===== src/rtl/lutsec_pkg.sv =====
package lutsec_pkg;

  typedef enum logic [1:0] {
    EV_NONE = 2'd0,
    EV_FIX  = 2'd1,
    EV_FAIL = 2'd2
  } scrub_ev_e;

  function automatic bit is_pow2(input int q);
    return (q > 0) && ((q & (q - 1)) == 0);
  endfunction

  // Hamming position of data table j: the j-th non-power-of-two index from 3 up
  function automatic int data_pos(input int j);
    int r;
    int c;
    r = 0;
    c = 0;
    for (int q = 3; q < j + 40; q++) begin
      if (!is_pow2(q)) begin
        if (c == j && r == 0) r = q;
        c++;
      end
    end
    return r;
  endfunction

endpackage


===== src/rtl/lutsec_encoder.sv =====
module lutsec_encoder #(
  parameter int N = 4,
  parameter int K = 3
) (
  input  logic [N-1:0] data,
  output logic [K-1:0] chk
);
  // check bit i covers every data position whose index has bit i set
  always_comb begin
    for (int i = 0; i < K; i++) begin
      chk[i] = 1'b0;
      for (int j = 0; j < N; j++) begin
        if (((lutsec_pkg::data_pos(j) >> i) & 1) != 0) chk[i] = chk[i] ^ data[j];
      end
    end
  end
endmodule


===== src/rtl/lutsec_decoder.sv =====
module lutsec_decoder #(
  parameter int N = 4,
  parameter int K = 3
) (
  input  logic [N+K:0]          word,
  output logic [N+K:0]          fix_mask,
  output lutsec_pkg::scrub_ev_e ev
);
  logic [K-1:0] recomp;
  logic [K-1:0] syn;
  logic         par_err;
  logic [N+K:0] loc;

  lutsec_encoder #(.N(N), .K(K)) u_enc (
    .data (word[N-1:0]),
    .chk  (recomp)
  );

  assign syn     = recomp ^ word[N+K-1:N];
  assign par_err = ^word;

  always_comb begin
    loc = '0;
    for (int i = 0; i < K; i++) begin
      if (syn == K'(1 << i)) loc[N+i] = 1'b1;
    end
    for (int j = 0; j < N; j++) begin
      if (syn == K'(lutsec_pkg::data_pos(j))) loc[j] = 1'b1;
    end

    fix_mask = '0;
    ev       = lutsec_pkg::EV_NONE;
    if (syn == '0) begin
      if (par_err) begin
        fix_mask[N+K] = 1'b1;
        ev            = lutsec_pkg::EV_FIX;
      end
    end else if (par_err && (|loc)) begin
      fix_mask = loc;
      ev       = lutsec_pkg::EV_FIX;
    end else begin
      ev = lutsec_pkg::EV_FAIL;
    end
  end
endmodule


===== src/rtl/lutsec_store.sv =====
module lutsec_store #(
  parameter int W  = 8,
  parameter int AW = 4
) (
  input  logic          clk,
  input  logic          we,
  input  logic [AW-1:0] wa,
  input  logic [W-1:0]  wd,
  input  logic [AW-1:0] ra_scrub,
  input  logic [AW-1:0] ra_upset,
  input  logic [AW-1:0] ra_look,
  output logic [W-1:0]  rd_scrub,
  output logic [W-1:0]  rd_upset,
  output logic [W-1:0]  rd_look
);
  localparam int DEPTH = 1 << AW;

  logic [W-1:0] mem [DEPTH];

  always_ff @(posedge clk) begin
    if (we) mem[wa] <= wd;
  end

  assign rd_scrub = mem[ra_scrub];
  assign rd_upset = mem[ra_upset];
  assign rd_look  = mem[ra_look];
endmodule


===== src/rtl/lutsec_sweep.sv =====
module lutsec_sweep #(
  parameter int AW = 4,
  parameter int IW = 16
) (
  input  logic          clk,
  input  logic          rst,
  input  logic          online,
  input  logic [IW-1:0] interval,
  input  logic          hold,
  output logic [AW-1:0] addr,
  output logic          step,
  output logic          last
);
  localparam logic [AW-1:0] LAST_A = '1;

  logic          busy;
  logic [IW-1:0] idle;

  assign step = !rst && (online || busy) && !hold;
  assign last = step && (addr == LAST_A);

  always_ff @(posedge clk) begin
    if (rst) begin
      addr <= '0;
      busy <= 1'b0;
      idle <= '0;
    end else begin
      if (step) begin
        addr <= addr + AW'(1);
        if (addr == LAST_A) busy <= 1'b0;
      end
      if (online) begin
        idle <= '0;
      end else if (!busy) begin
        if (idle == interval) begin
          busy <= 1'b1;
          idle <= '0;
        end else begin
          idle <= idle + IW'(1);
        end
      end
    end
  end
endmodule


===== src/rtl/lutsec_scrubber.sv =====
module lutsec_scrubber #(
  parameter int N_DATA  = 4,
  parameter int N_CHECK = 3,
  parameter int ADDR_W  = 4,
  parameter int IVL_W   = 16,
  parameter int CNT_W   = 8
) (
  input  logic                      clk,
  input  logic                      rst,
  input  logic                      scrub_online,
  input  logic [IVL_W-1:0]          scrub_interval,
  input  logic                      ld_en,
  input  logic [ADDR_W-1:0]         ld_addr,
  input  logic [N_DATA-1:0]         ld_data,
  input  logic                      upset_en,
  input  logic [ADDR_W-1:0]         upset_addr,
  input  logic [N_DATA+N_CHECK:0]   upset_mask,
  input  logic [ADDR_W-1:0]         rd_addr,
  output logic [N_DATA-1:0]         rd_data,
  output logic                      fix_pulse,
  output logic                      dbl_flag,
  output logic [ADDR_W-1:0]         dbl_addr,
  output logic [CNT_W-1:0]          fix_count,
  output logic [CNT_W-1:0]          dbl_count,
  output logic                      pass_done
);
  import lutsec_pkg::*;

  localparam int WORD_W = N_DATA + N_CHECK + 1;

  if (N_DATA + N_CHECK + 1 > (1 << N_CHECK)) begin : g_bound_violated
    $error("check table count too small for the data table count");
  end

  logic              sweep_hold;
  logic [ADDR_W-1:0] sweep_addr;
  logic              sweep_step;
  logic              sweep_last;
  logic [WORD_W-1:0] scrub_word;
  logic [WORD_W-1:0] upset_word;
  logic [WORD_W-1:0] look_word;
  logic [WORD_W-1:0] fix_mask;
  scrub_ev_e         ev;
  logic [N_CHECK-1:0] ld_chk;
  logic              st_we;
  logic [ADDR_W-1:0] st_wa;
  logic [WORD_W-1:0] st_wd;

  assign sweep_hold = ld_en || upset_en;

  lutsec_sweep #(.AW(ADDR_W), .IW(IVL_W)) u_sweep (
    .clk      (clk),
    .rst      (rst),
    .online   (scrub_online),
    .interval (scrub_interval),
    .hold     (sweep_hold),
    .addr     (sweep_addr),
    .step     (sweep_step),
    .last     (sweep_last)
  );

  lutsec_encoder #(.N(N_DATA), .K(N_CHECK)) u_ld_enc (
    .data (ld_data),
    .chk  (ld_chk)
  );

  lutsec_decoder #(.N(N_DATA), .K(N_CHECK)) u_dec (
    .word     (scrub_word),
    .fix_mask (fix_mask),
    .ev       (ev)
  );

  // one write port: load, then fault, then in-place correction
  always_comb begin
    st_we = 1'b0;
    st_wa = sweep_addr;
    st_wd = scrub_word ^ fix_mask;
    if (ld_en) begin
      st_we = 1'b1;
      st_wa = ld_addr;
      st_wd = {^{ld_chk, ld_data}, ld_chk, ld_data};
    end else if (upset_en) begin
      st_we = 1'b1;
      st_wa = upset_addr;
      st_wd = upset_word ^ upset_mask;
    end else if (sweep_step && ev == EV_FIX) begin
      st_we = 1'b1;
    end
  end

  lutsec_store #(.W(WORD_W), .AW(ADDR_W)) u_store (
    .clk      (clk),
    .we       (st_we),
    .wa       (st_wa),
    .wd       (st_wd),
    .ra_scrub (sweep_addr),
    .ra_upset (upset_addr),
    .ra_look  (rd_addr),
    .rd_scrub (scrub_word),
    .rd_upset (upset_word),
    .rd_look  (look_word)
  );

  always_ff @(posedge clk) begin
    if (rst) begin
      rd_data   <= '0;
      fix_pulse <= 1'b0;
      dbl_flag  <= 1'b0;
      dbl_addr  <= '0;
      fix_count <= '0;
      dbl_count <= '0;
      pass_done <= 1'b0;
    end else begin
      rd_data   <= look_word[N_DATA-1:0];
      pass_done <= sweep_last;
      fix_pulse <= sweep_step && (ev == EV_FIX);
      if (sweep_step && ev == EV_FIX && !(&fix_count)) fix_count <= fix_count + CNT_W'(1);
      if (sweep_step && ev == EV_FAIL) begin
        dbl_flag <= 1'b1;
        dbl_addr <= sweep_addr;
        if (!(&dbl_count)) dbl_count <= dbl_count + CNT_W'(1);
      end
    end
  end
endmodule


===== config.mk =====
export PLATFORM = sky130hd
export DESIGN_NAME = lutsec_scrubber
export DESIGN_NICKNAME = d
export VERILOG_FILES = /design/src/rtl/lutsec_pkg.sv /design/src/rtl/lutsec_encoder.sv /design/src/rtl/lutsec_decoder.sv /design/src/rtl/lutsec_store.sv /design/src/rtl/lutsec_sweep.sv /design/src/rtl/lutsec_scrubber.sv
export SDC_FILE = /design/constraint.sdc
export NUM_CORES = 1
export LEC_CHECK = 0
export ABC_AREA = 1
export BUFFER_PORTS_ARGS = -buffer_cell sky130_fd_sc_hd__buf_2
export CAP_MARGIN = 20
export CORE_ASPECT_RATIO = 1.2
export CORE_MARGIN = 2
export CORE_UTILIZATION = 50
export CTS_BUF_LIST = sky130_fd_sc_hd__clkbuf_16
export DETAILED_ROUTE_END_ITERATION = 7
export GPL_ROUTABILITY_DRIVEN = 0
export HOLD_SLACK_MARGIN = 0.02
export PLACE_DENSITY = 0.72
export SLEW_MARGIN = 20
export SYNTH_ARGS = -nofsm -noshare
export SYNTH_HDL_FRONTEND = slang
export SYNTH_SLANG_ARGS = --single-unit

===== constraint.sdc =====
create_clock -name clk -period 4.15 [get_ports clk]
set_input_delay 0.83 -clock clk [delete_from_list [all_inputs] [get_ports clk]]
set_output_delay 0.83 -clock clk [all_outputs]
set_load 0.01 [all_outputs]

# After elaboration in Yosys (flattened, before gate mapping)
# Memories as Yosys holds them, arrays and structs flattened. A register that Yosys moved wholly into a read port is not among the register bits.
# Cells that the tools add are included.
dict set report totals {
  ff_bits 44
  latchBits 0
  mem_bits_rw 128
  mem_bits_ro 0
  output_inout_bits 27
  wordCells 92
  mem_count 1
}
# name depth width rd rd_clocked_by_memory_dff wr line_no
set mem_list {}
lappend mem_list {u_store.mem 16 8 3 2 1 lutsec_store.sv:18} ;# logic [W-1:0] mem [DEPTH];
dict set report op_classes {
  addsub 4
  multipliers 0
  div_mod_pow 0
  order_cmp 0
  n_eq_ne 11
  n_shift 0
  n_mux 31
  bitwise 16
  reduce_logical 20
}
# op count
set op_table {}
lappend op_table {{two-way mux 1 bit} 20}
lappend op_table {{adder 16 x 1 -> 16 bit (second input constant)} 1}
lappend op_table {{adder 8 x 1 -> 8 bit (second input constant)} 2}
lappend op_table {{== test 16 bit} 1}
lappend op_table {{two-way mux 16 bit} 1}
lappend op_table {{two-way mux 4 bit} 4}
lappend op_table {{two-way mux 8 bit} 2}
lappend op_table {{AND reduction 8 bit} 2}
lappend op_table {{bitwise XOR 8 bit} 2}
lappend op_table {{two-way mux 7 bit} 2}
lappend op_table {{== test 3 bit (second input constant)} 4}
lappend op_table {{bitwise XOR 1 bit} 12}
lappend op_table {{parity 8 bit} 1}
lappend op_table {{logical AND 1 bit} 7}
lappend op_table {{OR reduction 7 bit} 1}
lappend op_table {{parity 7 bit} 1}
lappend op_table {{== test 3 x 2 -> 1 bit (second input constant)} 2}
lappend op_table {{adder 4 x 1 -> 4 bit (second input constant)} 1}
lappend op_table {{== test 4 bit (second input constant)} 1}
lappend op_table {{two-way mux 2 bit} 2}
lappend op_table {{== test 3 x 1 -> 1 bit (second input constant)} 1}
lappend op_table {{zero test 1 bit} 3}
lappend op_table {{zero test 3 bit} 1}
lappend op_table {{bitwise XOR 3 bit} 1}
lappend op_table {{6 further kinds} 7}

# Logic depth before layout (Yosys ltp)
dict set report depth {
  word_depth 16
  ltp_mapped 23
  mapped_depth_nobuf 20
}

# By module
# Synthesis repeated with hierarchy kept, for this count alone.
dict set report unflattened {
  cells_unflattened 1731
  hier_area_um2 11866.4
}
# module instances cells_per_inst area_each_um2 seq_area_each_um2
set modules_own_cells {}
lappend modules_own_cells {lutsec_store 1 1111 8209.1 3843.7}
lappend modules_own_cells {lutsec_scrubber 1 266 1767.9 540.5}
lappend modules_own_cells {lutsec_sweep 1 234 1375.1 420.4}
lappend modules_own_cells {lutsec_decoder 1 70 311.5 0.0}
lappend modules_own_cells {lutsec_encoder 2 25 101.3 0.0}

# Least setup slack after synthesis
# Ideal clock, no wire load.
dict set report synth_path {
  kind {input to register}
  start {input port upset_addr[0]}
  end {memory u_store.mem[1][0], enable pin}
  setup_time_ns 0.383
  arrival_time_ns 2.696
  t_required_ns 3.767
  path_slack_ns 1.071
  stages 7
  n_path_buf 3
  path_cell_list {clkbuf_1 > clkbuf_1 > clkbuf_1 > o211ai_1 > o21ai_0 > nand2_1 > nor3_1}
}
dict set report synth_via {
  elab_chain_len 2
}
# item line_no
set synth_rtl {}
lappend synth_rtl {{from (decl)} lutsec_scrubber.sv:16} ;# input logic [ADDR_W-1:0] upset_addr,
lappend synth_rtl {{two-way mux 4 bit} lutsec_scrubber.sv:82} ;# end else if (upset_en) begin
lappend synth_rtl {{two-way mux 4 bit} lutsec_scrubber.sv:78} ;# if (ld_en) begin
lappend synth_rtl {{to (decl)} lutsec_store.sv:18}
# No other way between the ends.

==> results by group <==
Power and ir drop
  • Reg power frac: 47.0%
  • Clock share of power: 37.2%
  • Leakage: 0.00480 uW
  • Logic gate share of total power: 15.8%
  • Maximum vdd drop: 0.000309 V
  • Power Density: 372 nW/um^2
  • Switch Pwr: 1220 uW
  • Cell Int Power: 3100 uW
  • Net Sw Frac: 28.2%
  • Power Total: 4320 uW

Routing
  • First drt pass iteration count: 8
  • WL per Instance: 17.1 microns
  • DRC: 0
  • DR vias/cell: 5.64
  • Total wire length: 28600 microns
  • DRT iter0 DRCs: 900
  • Remaining antenna violation count after routing: 0
  • Via count: 9402

Logic synthesis
  • Synthesized flop and latch total: 180
  • Top cells by area, synth: edfxtp_1 37%, nand2_1 10%, dfxtp_1 10%
  • Synthesized area per cell: 7.80 sq um
  • Synth unique cells: 37
  • Sequential fraction of the synthesis area: 46.9%
  • Synthesized instance count: 1335
  • Syn. warnings: 0
  • Syn_nets: 1384
  • Synth top area share: 36.9%
  • Cell Area, Synth: 10400 sq um
  • Cell taking the most area after synthesis: edfxtp_1

Cells and area
  • Commonest non-fill, non-tap cell in the layout: nand2_1
  • Most frequent cells in the layout: 279 x nand2_1, 152 x nand3_1, 147 x inv_1, 128 x edfxtp_1, 120 x nor2_1
  • Area of the multi-input gates: 4570 sq um
  • Share of layout cells above drive strength 1: 12.1%
  • Final #Nets: 1439
  • Finished Cell Area: 11600 sq um
  • Register Area: 4890 sq um
  • Filler cell count: 1859
  • Inserted Diodes: 0
  • Layout area overhead: 11.3%

CTS
  • CTS tree: yes
  • Post-CTS Setup Inserts: 0
  • Worst-path clk slew: 0.07 ns
  • Post_cts resized: 0
  • Clk root buf: clkbuf_16
  • Hold buffers post-CTS: 0
  • Num Clock Sinks: 180
  • Num CTS Buffers: 17
  • Worst-Skew Late Latency: 0.44 ns
  • # H-tree levels: 4
  • CTS max path bufs: 2

Floorplan
  • Row cnt: 57
  • Area of the die: 22000 sq um
  • Die width: 136 microns
  • Core ar.: 20300 sq um
  • I/O pins: 72
  • Starting density of the core: 51.2%
  • DIE HEIGHT: 162 microns

Timing
  • Tmin final: 3.56 ns
  • Fmax achieved: 281 MHz
  • Worst rel slew slack: 43.8%
  • Final setup violation count: 0
  • Period Utilization, post-route: 85.8%
  • Setup TNS: 0 ns
  • Slew @ Worst Pin: 0.842 ns
  • Final Max Tran Viols: 0
  • RSZ-0062 raised after global routing: false
  • Hold Violations, Final: 0
  • Fin Clk Skew: 0.0104 ns

Global route
  • Initial antenna violation count: 0
  • Vias in the first global route: 9009
  • Largest net degree at the start of global routing: 98
  • Total gr overflow: 0
  • Global-route wire length before repair: 45600 microns
  • GR Util All Layers: 26.9%

Setup path
  • Slowest stage delay, CP: 0.56 ns
  • Slowest CP cell: nor2_1
  • Arrival time at the worst endpoint: 3.62 ns
  • FF-to-FF setup slack: 0.59 ns
  • Crit path max fanout: 23
  • Startpoint types: flop
  • CP Data Required Time: 4.21 ns
  • Critical path class: reg -> reg
  • Worst path bufs/invs: 3
  • Worst path top cell family by delay: simple AND/OR/NAND/NOR gates
  • Crit path top cell by count: nand2_1
  • Critical Path End Type: flop
  • Worst path cell trace: inv_2 -> buf_4 -> nor2_1 -> nand2_1 -> nand3_1 -> nand3_1 -> nand2_1 -> inv_2 -> nand2_1 -> nand2_1 -> nand2_1 -> nand2_1 -> nand2_1 -> nand2_4 -> nand2_2 -> nand2_1 -> nand3_1 -> nor2_1
  • Worst R2R Path Depth: 18
  • Reg-to-Reg End: u_store.mem[4][5]

Place
  • HPWL after DPL: 19600 microns
  • Port-buffer cells: 71
  • Placed cell area: 11000 sq um

Outcome
  • Status: finished, final reports clean

Worst hold path
  • HP Class: reg -> reg
  • Hold Startpoint: dbl_flag
  • Hold Crit Depth: 2
  • Sink of the worst hold path: dbl_flag

Job
  • Max-Cap Viols: 0
logic make-up (layout without fill, tap and decap cells):
group                      after synthesis  count (layout)  synth area share (%)
xor gates and xnor gates                38              38                  3.38
DFF                                    180             180                  46.9
adders and majority gates                4               4                 0.481
AOI/OAI and AO/OA                      273             273                  14.4
buffers and inverters                  227             295                  9.22
and+or+nand+nor                        613             613                  25.7
sequential cells by signal (all words and copies together) (netlist names), named ones only:
register and flops:
fix_count 8, dbl_flag 1, dbl_addr 4, rd_data 4
u_sweep.idle 16, dbl_count 8, pass_done 1, u_store.mem 128
u_sweep.addr 4, u_sweep.busy 1, fix_pulse 1
synth_stat cells, drive strengths merged:
cell,count
a211o,1
a21oi,119
a31oi,1
buf,30
clkbuf,38
dfxtp,52
edfxtp,128
ha,4
inv,159
nand2,296
nand3,152
nand4,13
nor2,121
nor3,11
nor3b,8
nor4,1
o2111ai,1
o211ai,32
o21a,1
o21ai,107
o221ai,10
o22ai,1
or2,11
xnor2,21
xor2,17
final cells by class:
class                   count  share of cell area (%)
inverters                 159                    5.17
well taps                 265                    2.86
clock inverters            15                    1.31
clock buffers              17                    3.67
repair buffers            104                    5.44
multi-input cells         928                    39.4
flip-flops and latches    180                    42.1
per-stage QoR:
step                hold WS [ns]  util, %  cells  setup WS, ns
CTS                        0.479     57.0   1668         0.675
detailed placement         0.460     54.2   1636         0.692
global placement           0.452     54.2   1636         0.809
global route               0.500     57.0   1668         0.284
floorplan                  0.467        -   1335          1.07
finish                     0.472     57.0   1668         0.589
metal layers:
layer  up-vias  wire [microns]  GRT usage [%]
li1       4591               -              -
met1      4328           11200           32.6
met2       391           13800           44.7
met3        92            1990           4.49
met4         0            1610           16.2
met5         -               0              0
worst register-to-register path: cells and delay by family, from the launching register on:
| kind | cells | cell delay [ns] |
|---|---|---|
| AND/OR/NAND/NOR | 15 | 2.05 |
| flip-flops | 1 | 0.32 |
| buffers and inverters | 3 | 0.81 |
worst max path at each step:
stage | from | end | slack [ns] | cells past startpoint
2_1_floorplan | upset_addr[0] | u_store.mem[1][0] | 1.07 | 7
3_3_place_gp | flop | u_store.mem[4][1] | 0.81 | 18
3_5_place_dp | flop | u_store.mem[4][1] | 0.69 | 18
4_1_cts | flop | u_store.mem[4][5] | 0.68 | 18
5_1_grt | flop | u_store.mem[4][5] | 0.28 | 18
6_report | flop | u_store.mem[4][5] | 0.59 | 18
power groups by stage:
stage | Combinational [uW] | Clock, uW | Sequential (uW)
5_1_grt | 761 | 1680 | 2030
2_1_floorplan | 466 | 0 | 2070
3_5_place_dp | 668 | 0 | 2070
6_report | 684 | 1600 | 2030
4_1_cts | 673 | 1620 | 2030
3_3_place_gp | 657 | 0 | 2070
Power figures use the tool's default switching activity.
